`config.mk`:
```
export PLATFORM = sky130hd
export DESIGN_NAME = byte_alu
export DESIGN_NICKNAME = d
export VERILOG_FILES = /design/src/rtl/byte_alu.sv
export SDC_FILE = /design/constraint.sdc
export NUM_CORES = 1
export LEC_CHECK = 0
export BUFFER_PORTS_ARGS = -buffer_cell sky130_fd_sc_hd__buf_2
export CAP_MARGIN = 20
export CORE_ASPECT_RATIO = 1.5
export CORE_UTILIZATION = 35
export DETAILED_ROUTE_END_ITERATION = 10
export PLACE_DENSITY_LB_ADDON = 0.25
export RECOVER_POWER = 25
export SYNTH_ARGS = -nofsm -noshare
export SYNTH_HDL_FRONTEND = slang
export SYNTH_SLANG_ARGS = --single-unit
```
`constraint.sdc`:
```
create_clock -name clk -period 4.8 [get_ports clk]
set_input_delay 0.48 -clock clk [delete_from_list [all_inputs] [get_ports clk]]
set_output_delay 0.48 -clock clk [all_outputs]
set_load 0.01 [all_outputs]
```
`src/rtl/byte_alu.sv`:
```
module byte_alu #(
  parameter int W = 8
) (
  input  logic                   clk,
  input  logic                   rst_n,
  input  logic                   exec,
  input  logic [4:0]             op,
  input  logic [W-1:0]           opd_a,
  input  logic [W-1:0]           opd_b,
  input  logic [$clog2(W)-1:0]   bit_sel,
  output logic [W-1:0]           result,
  output logic                   write_back,
  output logic [7:0]             status
);
  localparam int MSB = W - 1;
  localparam int HW  = W / 2;
  localparam int HB  = HW - 1;
  localparam logic [W-1:0] ONE     = {{(W-1){1'b0}}, 1'b1};
  localparam logic [W-1:0] MIN_NEG = {1'b1, {(W-1){1'b0}}};
  localparam logic [W-1:0] MAX_POS = {1'b0, {(W-1){1'b1}}};

  localparam int FC = 0, FZ = 1, FN = 2, FV = 3, FS = 4, FH = 5, FT = 6;

  localparam logic [4:0] OP_ADD = 5'd0,  OP_ADC = 5'd1,  OP_SUB = 5'd2,  OP_SBC = 5'd3;
  localparam logic [4:0] OP_AND = 5'd4,  OP_OR  = 5'd5,  OP_XOR = 5'd6,  OP_COM = 5'd7;
  localparam logic [4:0] OP_NEG = 5'd8,  OP_INC = 5'd9,  OP_DEC = 5'd10, OP_CLR = 5'd11;
  localparam logic [4:0] OP_SER = 5'd12, OP_CMP = 5'd13, OP_CPC = 5'd14, OP_LSL = 5'd15;
  localparam logic [4:0] OP_LSR = 5'd16, OP_ROL = 5'd17, OP_ROR = 5'd18, OP_ASR = 5'd19;
  localparam logic [4:0] OP_SWP = 5'd20, OP_FST = 5'd21, OP_FCL = 5'd22, OP_BST = 5'd23;
  localparam logic [4:0] OP_BLD = 5'd24;

  logic [7:0]   st, nxt;
  logic [W-1:0] res, sa, sb, sr, dr;
  logic [W:0]   sum, dif;
  logic         wb, ci_add, ci_sub;
  logic         h_add, h_sub, v_add, v_sub;

  assign ci_add = (op == OP_ADC) & st[FC];
  assign ci_sub = ((op == OP_SBC) | (op == OP_CPC)) & st[FC];
  assign sa     = (op == OP_NEG) ? '0 : opd_a;
  assign sb     = (op == OP_NEG) ? opd_a : opd_b;
  assign sum    = {1'b0, opd_a} + {1'b0, opd_b} + {{W{1'b0}}, ci_add};
  assign dif    = {1'b0, sa} - {1'b0, sb} - {{W{1'b0}}, ci_sub};
  assign sr     = sum[W-1:0];
  assign dr     = dif[W-1:0];

  assign h_add = (opd_a[HB] & opd_b[HB]) | (opd_b[HB] & ~sr[HB]) | (~sr[HB] & opd_a[HB]);
  assign h_sub = (~sa[HB] & sb[HB]) | (sb[HB] & dr[HB]) | (dr[HB] & ~sa[HB]);
  assign v_add = (opd_a[MSB] == opd_b[MSB]) && (sr[MSB] != opd_a[MSB]);
  assign v_sub = (sa[MSB] != sb[MSB]) && (dr[MSB] != sa[MSB]);

  always_comb begin
    res = opd_a;
    nxt = st;
    wb  = 1'b0;
    unique case (op)
      OP_ADD, OP_ADC: begin
        res = sr; wb = 1'b1;
        nxt[FC] = sum[W]; nxt[FH] = h_add; nxt[FV] = v_add;
        nxt[FN] = sr[MSB]; nxt[FZ] = (sr == '0);
      end
      OP_SUB, OP_CMP, OP_NEG: begin
        res = dr; wb = (op != OP_CMP);
        nxt[FC] = dif[W]; nxt[FH] = h_sub; nxt[FV] = v_sub;
        nxt[FN] = dr[MSB]; nxt[FZ] = (dr == '0);
      end
      OP_SBC, OP_CPC: begin
        res = dr; wb = (op == OP_SBC);
        nxt[FC] = dif[W]; nxt[FH] = h_sub; nxt[FV] = v_sub;
        nxt[FN] = dr[MSB]; nxt[FZ] = (dr == '0) & st[FZ];
      end
      OP_AND, OP_OR, OP_XOR: begin
        if (op == OP_AND)     res = opd_a & opd_b;
        else if (op == OP_OR) res = opd_a | opd_b;
        else                  res = opd_a ^ opd_b;
        wb = 1'b1;
        nxt[FV] = 1'b0; nxt[FN] = res[MSB]; nxt[FZ] = (res == '0);
      end
      OP_COM: begin
        res = ~opd_a; wb = 1'b1;
        nxt[FC] = 1'b1; nxt[FV] = 1'b0;
        nxt[FN] = res[MSB]; nxt[FZ] = (res == '0);
      end
      OP_INC, OP_DEC: begin
        res = (op == OP_INC) ? opd_a + ONE : opd_a - ONE;
        wb  = 1'b1;
        nxt[FV] = (op == OP_INC) ? (res == MIN_NEG) : (res == MAX_POS);
        nxt[FN] = res[MSB]; nxt[FZ] = (res == '0);
      end
      OP_CLR: begin
        res = '0; wb = 1'b1;
        nxt[FV] = 1'b0; nxt[FN] = 1'b0; nxt[FZ] = 1'b1;
      end
      OP_SER: begin
        res = '1; wb = 1'b1;
      end
      OP_LSL, OP_ROL: begin
        res = {opd_a[W-2:0], (op == OP_ROL) ? st[FC] : 1'b0};
        wb  = 1'b1;
        nxt[FC] = opd_a[MSB]; nxt[FN] = res[MSB]; nxt[FZ] = (res == '0);
        nxt[FV] = res[MSB] ^ opd_a[MSB];
      end
      OP_LSR, OP_ROR, OP_ASR: begin
        if (op == OP_LSR)      res = {1'b0, opd_a[W-1:1]};
        else if (op == OP_ROR) res = {st[FC], opd_a[W-1:1]};
        else                   res = {opd_a[MSB], opd_a[W-1:1]};
        wb = 1'b1;
        nxt[FC] = opd_a[0]; nxt[FN] = res[MSB]; nxt[FZ] = (res == '0);
        nxt[FV] = res[MSB] ^ opd_a[0];
      end
      OP_SWP: begin
        res = {opd_a[HW-1:0], opd_a[W-1:HW]}; wb = 1'b1;
      end
      OP_FST: nxt[bit_sel] = 1'b1;
      OP_FCL: nxt[bit_sel] = 1'b0;
      OP_BST: nxt[FT] = opd_a[bit_sel];
      OP_BLD: begin
        res[bit_sel] = st[FT]; wb = 1'b1;
      end
      default: ;
    endcase
    if (op <= OP_ASR && op != OP_SER)
      nxt[FS] = nxt[FN] ^ nxt[FV];
  end

  always_ff @(posedge clk or negedge rst_n) begin
    if (!rst_n)    st <= 8'h00;
    else if (exec) st <= nxt;
  end

  assign result     = res;
  assign write_back = wb;
  assign status     = st;

  assert_cmp_no_wb_R2: assert property (@(posedge clk) disable iff (!rst_n)
    (op == OP_CMP || op == OP_CPC) |-> !write_back);

  assert_chain_zero_R3: assert property (@(posedge clk) disable iff (!rst_n)
    (exec && (op == OP_SBC || op == OP_CPC) && !status[FZ]) |=> !status[FZ]);

  assert_swap_keeps_flags_R8: assert property (@(posedge clk) disable iff (!rst_n)
    (exec && op == OP_SWP) |=> $stable(status));

  assert_sign_rule_R9: assert property (@(posedge clk) disable iff (!rst_n)
    (exec && op <= OP_ASR && op != OP_SER) |=> (status[FS] == (status[FN] ^ status[FV])));

  assert_flag_set_R10: assert property (@(posedge clk) disable iff (!rst_n)
    (exec && op == OP_FST) |=> status[$past(bit_sel)]);

  assert_bit_store_R11: assert property (@(posedge clk) disable iff (!rst_n)
    (exec && op == OP_BST) |=> (status[FT] == $past(opd_a[bit_sel])));

  assert_hold_idle_R12: assert property (@(posedge clk) disable iff (!rst_n)
    !exec |=> $stable(status));
endmodule

```
* Yosys cells after proc, flatten, opt, wreduce, memory -nomap -nowiden *
Index checks and enable logic that the tools add are counted.
Widths: inputs -> output; s select.

cells by class
  add/sub/neg operators = 6
  $mul = 0
  div/mod/pow operators = 0
  shifts and indexed selects = 0
  bitwise operators = 26
  reduce and logical (&&, ||, !) cells = 33
  magnitude comparators = 3
  equal/unequal tests = 32
  multiplexer cells = 25

operator list
  operator             number
  $pmux 8 s11          1
  $mux 8               9
  $logic_not 8->1      7
  $eq 5x5->1 const B   9
  $eq 5x4->1 const B   8
  $pmux 3 s11          1
  $eq 5x3->1 const B   4
  $reduce_or 17->1     1
  $and 8x8->8          2
  $not 8->8            2
  $or 8x8->8           2
  $reduce_and 2->1     6
  $reduce_bool 11->1   1
  $eq 5x2->1 const B   2
  $ne 5x4->1 const B   2
  $add 8x8->9          1
  $add 9x1->9          1
  $and 1x1->1          9
  $reduce_or 3->1      3
  $sub 8x8->9          1
  $sub 9x1->9          1
  $add 8x1->8 const B  1
  $bwmux 8             1
  $eq 8x7->1 const B   1
  27 further kinds     49

storage, ports and cells
  latch bits = 0
  memories kept = 0
  memory bits (read-only) = 0
  memory bits (writable) = 0
  input port bits = 27
  logic and storage cells = 132
  output and inout port bits = 17
  flip-flop bits (word level) = 8

* Logic depth before layout (Yosys ltp) *
Gate-level depths: netlist (run 1).

  word-level depth = 9
  mapped depth = 17
  mapped depth without buffers = 15

* Worst setup path after synthesis (run 1) *
Ideal clock, no wire load.

  path kind = input to output
  start = input op[1]
  end = output result[6]
  cell stages on the path = 15
  path buffers = 4
  data arrival time = 3.645 ns
  required time = 4.320 ns
  path slack = 0.675 ns
  path through = buf_4 > clkbuf_1 > clkbuf_1 > buf_1 > and4b_1 > fa_1 > inv_1 > fa_1 > nand2b_1 > a2111oi_0 > nor3_1 > xor2_1 > nand2_1 > o2111ai_1 > o32a_1

on the way
  cells in the longest elaborated chain, start to end = 5
  elaborated cells on any way between the ends = 43
  those cells by class = add/sub (3); eq/ne (21); mux (9); bitwise (3); reduce/logical (7)

RTL lines
  what                                   RTL line    RTL
  from (decl)                            7           input logic [4:0] op,
  $eq 5x4->1 (tied with other cells)     40, 41, 56
  $mux 8 (tied with other cells)         40          assign sa = (op == OP_NEG) ? '0 : opd_a;
  $sub 8x8->9 (tied with other cells)    43          assign dif = {1'b0, sa} - {1'b0, sb} - {{W{1'b0}}, ci_sub};
  $sub 9x1->9 or $mux 8 (tied branches)  43, 56
  $pmux 8 s11 (*)                        56          unique case (op)
  to (decl)                              11          output logic [W-1:0] result,

Every way passes the cells marked *; elsewhere a longest branch is shown, timed or not. The select of a mux whose other input is x is not followed.

* Final worst setup path (run 1) *
  start = input op[3]
  end = output result[6]

The elaborated chain is that of the path after synthesis.

==> results.toml, run 1 <==
[final_layout]
fillers = 1099
layout_commonest_cell = "nand2_1"
final_cell_mix = "nand2_1, nor2_1, a21oi_1, o21ai_0, buf_2"
diodes = 0
syn_to_final_growth_pct = 11.1
final_layout_size_suffix_gt1_share_pct = 12.4
nets = 647

[synth]
yosysTopAreaCell = "ha_1"
async_flop_share_pct = 100
syn-num-nets = 617
syn_avg_cell_area_um2 = 6.64
netlist_top_cells_area = "ha_1, a21oi_1, nand2_1"
yosysSeqAreaShare_pct = 5.52
synth_cell_types = 71
synth_cells = 546
ys_warn_count = 0
synth-main-ff-cell = "dfrtp_1"
synth_seq_cells = 8
synthesis.area_um2 = 3620
synth_top_area_share_pct = 13.1
synth_edf_count = 0

[timing]
hold_viol_final = 0
slew_headroom_pct = 53.2
finalSetupTns_ps = 0
rsz0062_at_grt = "no"
finalSetupViolCount = 0
finClkSkew_ps = 2.03
max_freq_mhz = 242
finalCriticalPeriod_ps = 4130
tightest_slew_ps = 697
min_period_over_period_pct = 86.1
fin_ws_ps = 669
finalMaxSlewViolations = 0
hold_ws_ps = 153

[placed_design]
hpwl_mm = 12.5
place_ws_ps = 732
place.gp.congestion = 1.02
io_buffers = 43

[setup_path]
crit_fanout = 20
slowest_delay_ps = 430
r2r_start = "status[0]"
crit_chain = "buf_2 -> nor2b_1 -> nand2_1 -> o21ai_0 -> fa_1 -> inv_1 -> fa_1 -> nand2b_1 -> a2111oi_0 -> nor3_1 -> xor2_1 -> nand2_1 -> o2111ai_1 -> o32a_1 -> buf_2"
critPathSlowestCell = "a2111oi_0"
end_kind = "primary output"
critPathArrivalTime_ps = 3650
critPathKind = "in2out"
critPathLaunch = "op[3]"
required_ps = 4320
startpoint_type = "input port"

[detailed_routing]
totalWireLength_mm = 15.5
ant_nets = 0
initialDrtViolationCount = 440
vias_per_cell = 6.52
vias = 4506
drcViolationCount = 0
drt-pass1-iter-count = 5
post_drt_wl_per_cell_um = 22.4

[floorplanning]
core_um2 = 10100
die_y_um = 127
dieArea_um2 = 10800
dieWidth_um = 85.1
ioPinCount = 44
rows = 45
start_util_pct = 36.0

[clock_network]
numCtsBuffers = 3
clock_sinks = 8
cts_resized = 0
postCtsHoldBufs = 0
cts_tree = "yes"
cts_max_level = 1
cts_root_buf = "clkbuf_16"
clockBufferDepth = 2
clk_latency_ps = 230
post_cts_buffers = 0
clk_pin_slew_worst_paths_ps = 40

[global_route]
antenna_found_initial = 0
overflow = 0
grtUsageTotal_pct = 28.6
first_global_vias = 4246
grt_start_max_net_pins = 39
grt_pass1_wl_mm = 23.9

[power]
power.density_nw_per_um2 = 180
leakage_nw = 1.77
ir_drop_uv = 91.1

[hold_path]
hold_path.class = "in2async"

[run_status]
run_status = "finished clean"

[job]
cap_violations = 0
## critical path, delay by kind of cell
family | cells | cell delay (ps)
compound gates | 4 | 1160
xor+xnor | 1 | 170
fa+ha+maj | 2 | 640
buf+inv | 3 | 490
simple gates | 5 | 710
## power breakdown
part | internal (mW) | switching, mW
Sequential | 0.0802 | 0.0167
Clock | 0.107 | 0.0313
Combinational | 0.181 | 0.306
## stage by stage
step | std cells | cell area (µm²) | utilization [%] | power [mW]
2_1_floorplan | 546 | 3620 | - | 0.410
3_3_place_gp | 688 | 3950 | 39.2 | 0.570
3_5_place_dp | 688 | 3950 | 39.2 | 0.574
4_1_cts | 691 | 4030 | 40.0 | 0.717
5_1_grt | 691 | 4030 | 39.9 | 0.768
6_report | 691 | 4030 | 39.9 | 0.723
## final timing paths
kind                                         endpoint  slack [ps]  cells after the start
max                                         result[6]         670                     15
min                        asynchronous set/reset pin         150                      1
max reg2reg                                 status[1]        1340                     12
min reg2reg                                 status[2]         550                      1
max in group asynchronous                   status[0]        4360                      1
min in group clk                            status[2]         550                      1
## layout make-up
type	instances	area [µm²]	area share, %
clock buffers	3	75.1	1.87
multi-input cells	468	3150	78.2
inverters	40	150	3.73
flip-flops and latches	8	200	4.97
repair buffers	55	304	7.55
well taps	117	146	3.64
## cells in the mapped netlist (8+ instances only)
cell type	count
nor3_1	14
mux2i_1	10
a31oi_1	11
inv_1	38
o21ai_0	43
nand2_1	60
nand3_1	16
nand2b_1	11
clkbuf_1	19
dfrtp_1	8
nor2_1	48
xnor2_1	11
a21oi_1	47
and3_1	10
ha_1	38
xor2_1	8
## logic make-up (layout without fill, tap and decap cells)
family / count (synthesis) / in the layout / synth area share [%]
flip-flops: 8 / 8 / 5.52
AO/OA/AOI/OAI: 182 / 182 / 32.6
AND/OR/NAND/NOR: 210 / 210 / 29.6
buffers and inverters: 70 / 98 / 7.56
XOR/XNOR: 19 / 19 / 4.59
multiplexers: 13 / 13 / 3.69
adder cells (fa/ha/maj): 44 / 44 / 16.4
## layer usage
metal / vias to the layer above / routed length (µm) / share of wire [%] / GRT usage, %
li1: 2076 / - / - / -
met1: 2078 / 5800 / 37 / 32.3
met2: 263 / 7650 / 49 / 51.3
met3: 89 / 875 / 5.6 / 2.28
met4: 0 / 1170 / 7.5 / 17.9
met5: - / 0 / 0 / 0
No activity file was read; power rests on OpenSTA's default activity.
==> run 2: changes to the inputs <==
--- a/config.mk
+++ b/config.mk
@@ -5,10 +5,11 @@
 export SDC_FILE = /design/constraint.sdc
 export NUM_CORES = 1
 export LEC_CHECK = 0
-export BUFFER_PORTS_ARGS = -buffer_cell sky130_fd_sc_hd__buf_2
+export BUFFER_PORTS_ARGS = -buffer_cell sky130_fd_sc_hd__buf_4
 export CAP_MARGIN = 20
 export CORE_ASPECT_RATIO = 1.5
 export CORE_UTILIZATION = 35
+export CTS_CLUSTER_SIZE = 28
 export DETAILED_ROUTE_END_ITERATION = 10
 export PLACE_DENSITY_LB_ADDON = 0.25
 export RECOVER_POWER = 25
==> constraint.sdc (replaced) <==
create_clock -name clk -period 5 [get_ports clk]
set_input_delay 0.5 -clock clk [delete_from_list [all_inputs] [get_ports clk]]
set_output_delay 0.5 -clock clk [all_outputs]
set_load 0.01 [all_outputs]
==> results.toml, run 2 (same netlist as run 1, synthesis figures left out) <==
[timing]
min_period_over_period_pct = 87.9
slew_headroom_pct = 40.4
max_freq_mhz = 228
hold_ws_ps = 171
finalSetupTns_ps = 0
hold_viol_final = 0
tightest_slew_ps = 892
finalMaxSlewViolations = 0
rsz0062_at_grt = "no"
finalCriticalPeriod_ps = 4400
finClkSkew_ps = 0.675
finalSetupViolCount = 0

[setup_path]
r2r_start = "status[0]"
critPathKind = "in2out"
critPathArrivalTime_ps = 3900
required_ps = 4500
critPathLaunch = "op[3]"
crit_fanout = 22
end_kind = "primary output"
startpoint_type = "input port"

[floorplanning]
dieArea_um2 = 10800
dieWidth_um = 85.1
ioPinCount = 44
core_um2 = 10100
start_util_pct = 36.0
die_y_um = 127
rows = 45

[placed_design]
placed_cells = 682
hpwl_mm = 12.3
place.gp.congestion = 0.987
place_area_um2 = 4010
io_buffers = 43

[clock_network]
post_cts_buffers = 0
cts_max_level = 1
cts_resized = 0
clockBufferDepth = 2
clk_pin_slew_worst_paths_ps = 40
clock_sinks = 8
clk_latency_ps = 230
cts_tree = "yes"
cts_root_buf = "clkbuf_16"
postCtsHoldBufs = 0
numCtsBuffers = 3

[final_layout]
nets = 641
syn_to_final_growth_pct = 12.7
fillers = 1079
layout_commonest_cell = "nand2_1"
diodes = 0
final_layout_size_suffix_gt1_share_pct = 11.4
final_area_um2 = 4090
final_cell_mix = "nand2_1, nor2_1, buf_4, a21oi_1, o21ai_0"
post_layout_nonfiller_instances = 685

[detailed_routing]
drt-pass1-iter-count = 5
drcViolationCount = 0
totalWireLength_mm = 15.3
vias = 4416
post_drt_wl_per_cell_um = 22.3
ant_nets = 0
initialDrtViolationCount = 396
vias_per_cell = 6.45

[power]
total_power_uw = 708
seq_power_share_pct = 13.4
switching_share_pct = 47.9
clockPowerShare_pct = 18.8
intPower_uw = 369
power.density_nw_per_um2 = 173
switchingPower_uw = 339
ir_drop_uv = 78.1
power_frac_comb_pct = 67.8
leakage_nw = 1.77

[job]
cap_violations = 0

[run_status]
run_status = "finished clean"

[global_route]
grt_start_max_net_pins = 41
overflow = 0
antenna_found_initial = 0
grt_pass1_wl_mm = 23.3
grtUsageTotal_pct = 28.1
first_global_vias = 4159

[hold_path]
hold_path.class = "in2async"
[run 2: changes by cell type in the layout (fill, tap and decap cells not counted)]
cell / previous run / this run
buf_2: 42 / 0
buf_4: 12 / 48
[run 2: path summary, 6_finish.rpt]
check | end | slack [ps] | cells after the start
worst max-delay path | result[6] | 600 | 16
worst min-delay path | asynchronous set/reset pin | 170 | 1
worst max register to register | status[1] | 1430 | 12
worst min register to register | flip-flop | 550 | 2
max in group asynchronous | status[5] | 4550 | 1
min in group clk | status[3] | 520 | 2
[run 2: area by class of cell]
cell class                 count  area (µm²)  share of cell area, %
inverter                      40         150                   3.68
timing repair buffer          49         364                   8.91
tap                          117         146                   3.58
clock buffer                   3        75.1                   1.84
sequential                     8         200                   4.90
multi-input combinational    468        3150                   77.1
[run 2: power by group through the flow]
stage                     combinational (mW)  sequential (mW)  clock [mW]
after floorplan                        0.300           0.0935           0
after global placement                 0.467           0.0941           0
after detailed placement               0.470           0.0948           0
after CTS                              0.473           0.0940       0.135
after global routing                   0.520           0.0960       0.136
final                                  0.480           0.0949       0.133
[run 2: per-stage QoR]
step / util [%] / setup WS, ps
after global routing: 40.5 / 365
final: 40.5 / 605
after detailed placement: 39.8 / 622
after floorplan: - / 835
after global placement: 39.8 / 730
after CTS: 40.6 / 610
[run 2: per-layer routing]
metal | up-vias | GRT usage, % | routed length, µm
met5 | - | 0 | 0
met4 | 0 | 20.9 | 1300
met3 | 76 | 1.95 | 782
met2 | 217 | 49.9 | 7490
met1 | 2051 | 30.9 | 5690
li1 | 2072 | - | -
[run 2: critical path, cell delays in order]
cell       delay (ps)
buf_4             190
nor2b_1           430
nand2_1           140
buf_4             240
nand2_1           100
fa_1              160
inv_1              70
fa_1              430
nand2b_1          170
a2111oi_0         440
nor3_1            130
xor2_1            180
nand2_1            90
o2111ai_1         100
o32a_1            370
buf_4             150
==> run 3: changes to the inputs <==
==> constraint.sdc (replaced) <==
create_clock -name clk -period 4.8 [get_ports clk]
set_input_delay 0.48 -clock clk [delete_from_list [all_inputs] [get_ports clk]]
set_output_delay 0.48 -clock clk [all_outputs]
set_load 0.01 [all_outputs]
==> results.toml, run 3 (same netlist as run 1, synthesis figures left out) <==
[detailed_routing]
post_drt_wl_per_cell_um = 22.9
totalWireLength_mm = 15.8
initialDrtViolationCount = 460
vias_per_cell = 6.55
ant_nets = 0
drcViolationCount = 0
drt-pass1-iter-count = 7
vias = 4497

[timing]
hold_viol_final = 0
tightest_slew_ps = 962
finalSetupViolCount = 0
slew_headroom_pct = 35.3
rsz0062_at_grt = "no"
finalSetupTns_ps = 0
min_period_over_period_pct = 89.5
finalCriticalPeriod_ps = 4300
finClkSkew_ps = 1.17
max_freq_mhz = 233
finalMaxSlewViolations = 0
hold_ws_ps = 157

[power]
power_frac_comb_pct = 68.4
seq_power_share_pct = 13.2
clockPowerShare_pct = 18.4
power.density_nw_per_um2 = 182
switching_share_pct = 48.3
intPower_uw = 386
switchingPower_uw = 360
leakage_nw = 1.78
ir_drop_uv = 87.2

[placed_design]
hpwl_mm = 12.6
io_buffers = 43
place.gp.congestion = 0.999
placed_cells = 684
place_area_um2 = 4040

[clock_network]
clk_latency_ps = 230
numCtsBuffers = 3
cts_tree = "yes"
post_cts_buffers = 0
cts_max_level = 1
clock_sinks = 8
cts_root_buf = "clkbuf_16"
cts_resized = 0
postCtsHoldBufs = 0
clockBufferDepth = 2
clk_pin_slew_worst_paths_ps = 40

[final_layout]
final_layout_size_suffix_gt1_share_pct = 11.9
layout_commonest_cell = "nand2_1"
final_cell_mix = "nand2_1, buf_4, nor2_1, a21oi_1, o21ai_0"
syn_to_final_growth_pct = 13.3
diodes = 0
nets = 643
post_layout_nonfiller_instances = 687
fillers = 1085
final_area_um2 = 4110

[floorplanning]
rows = 45
core_um2 = 10100
ioPinCount = 44
start_util_pct = 36.0
dieWidth_um = 85.1
die_y_um = 127
dieArea_um2 = 10800

[setup_path]
critPathArrivalTime_ps = 3820
crit_fanout = 20
r2r_cells = 12
required_ps = 4320
end_kind = "primary output"
startpoint_type = "input port"
critPathKind = "in2out"
reg2reg_slack_ps = 1170

[global_route]
grt_pass1_wl_mm = 23.7
antenna_found_initial = 0
first_global_vias = 4218
overflow = 0
grt_start_max_net_pins = 41
grtUsageTotal_pct = 28.7

[run_status]
run_status = "finished clean"

[job]
cap_violations = 0

[hold_path]
hold_path.class = "in2async"
run 3: power by group through the flow:
stage	clock, mW	combinational, mW	sequential, mW
after floorplan	0	0.313	0.0974
after global placement	0	0.493	0.0979
after detailed placement	0	0.496	0.0987
after CTS	0.139	0.499	0.0981
after global routing	0.142	0.548	0.0997
final	0.137	0.511	0.0986
run 3: through the flow:
step           power, mW  utilization (%)  worst slack [ps]
4_1_cts            0.737             40.8               582
3_5_place_dp       0.595             40.0               567
3_3_place_gp       0.591             40.0               595
5_1_grt            0.789             40.7               172
6_report           0.746             40.7               502
2_1_floorplan      0.410                -               675
run 3: cell type report:
type | count | area, µm² | share of cell area (%)
multi-input combinational | 468 | 3160 | 76.8
tap | 117 | 146 | 3.56
timing repair buffer | 51 | 379 | 9.23
inverter | 40 | 150 | 3.66
clock buffer | 3 | 75.1 | 1.83
sequential | 8 | 200 | 4.88
run 3: final timing paths:
kind | start | end
min in group clk | exec | status[3]
max reg2reg | status[0] | status[1]
min | rst_n | asynchronous set/reset pin
max in group asynchronous | rst_n | status[5]
min reg2reg | status[3] | status[3]
max | op[3] | result[6]
run 3: routing by layer:
layer | wire (µm) | up-vias | part of all wire, % | GRT usage (%)
met5 | 0 | - | 0 | 0
met4 | 1070 | 0 | 6.8 | 17.6
met3 | 1150 | 66 | 7.3 | 3.77
met2 | 7920 | 262 | 50 | 52.3
met1 | 5630 | 2097 | 36 | 30.9
li1 | - | 2072 | - | -
run 3: worst max-delay path, stage by stage:
cell,delay [ps]
buf_4,190
nor2b_1,380
nand2_1,150
buf_4,200
nand2_1,80
o21ai_0,120
ha_1,330
inv_1,40
ha_1,370
a2111oi_0,440
nor3_1,140
xor2_1,180
nand2_1,90
o2111ai_1,90
o32a_1,370
buf_4,150
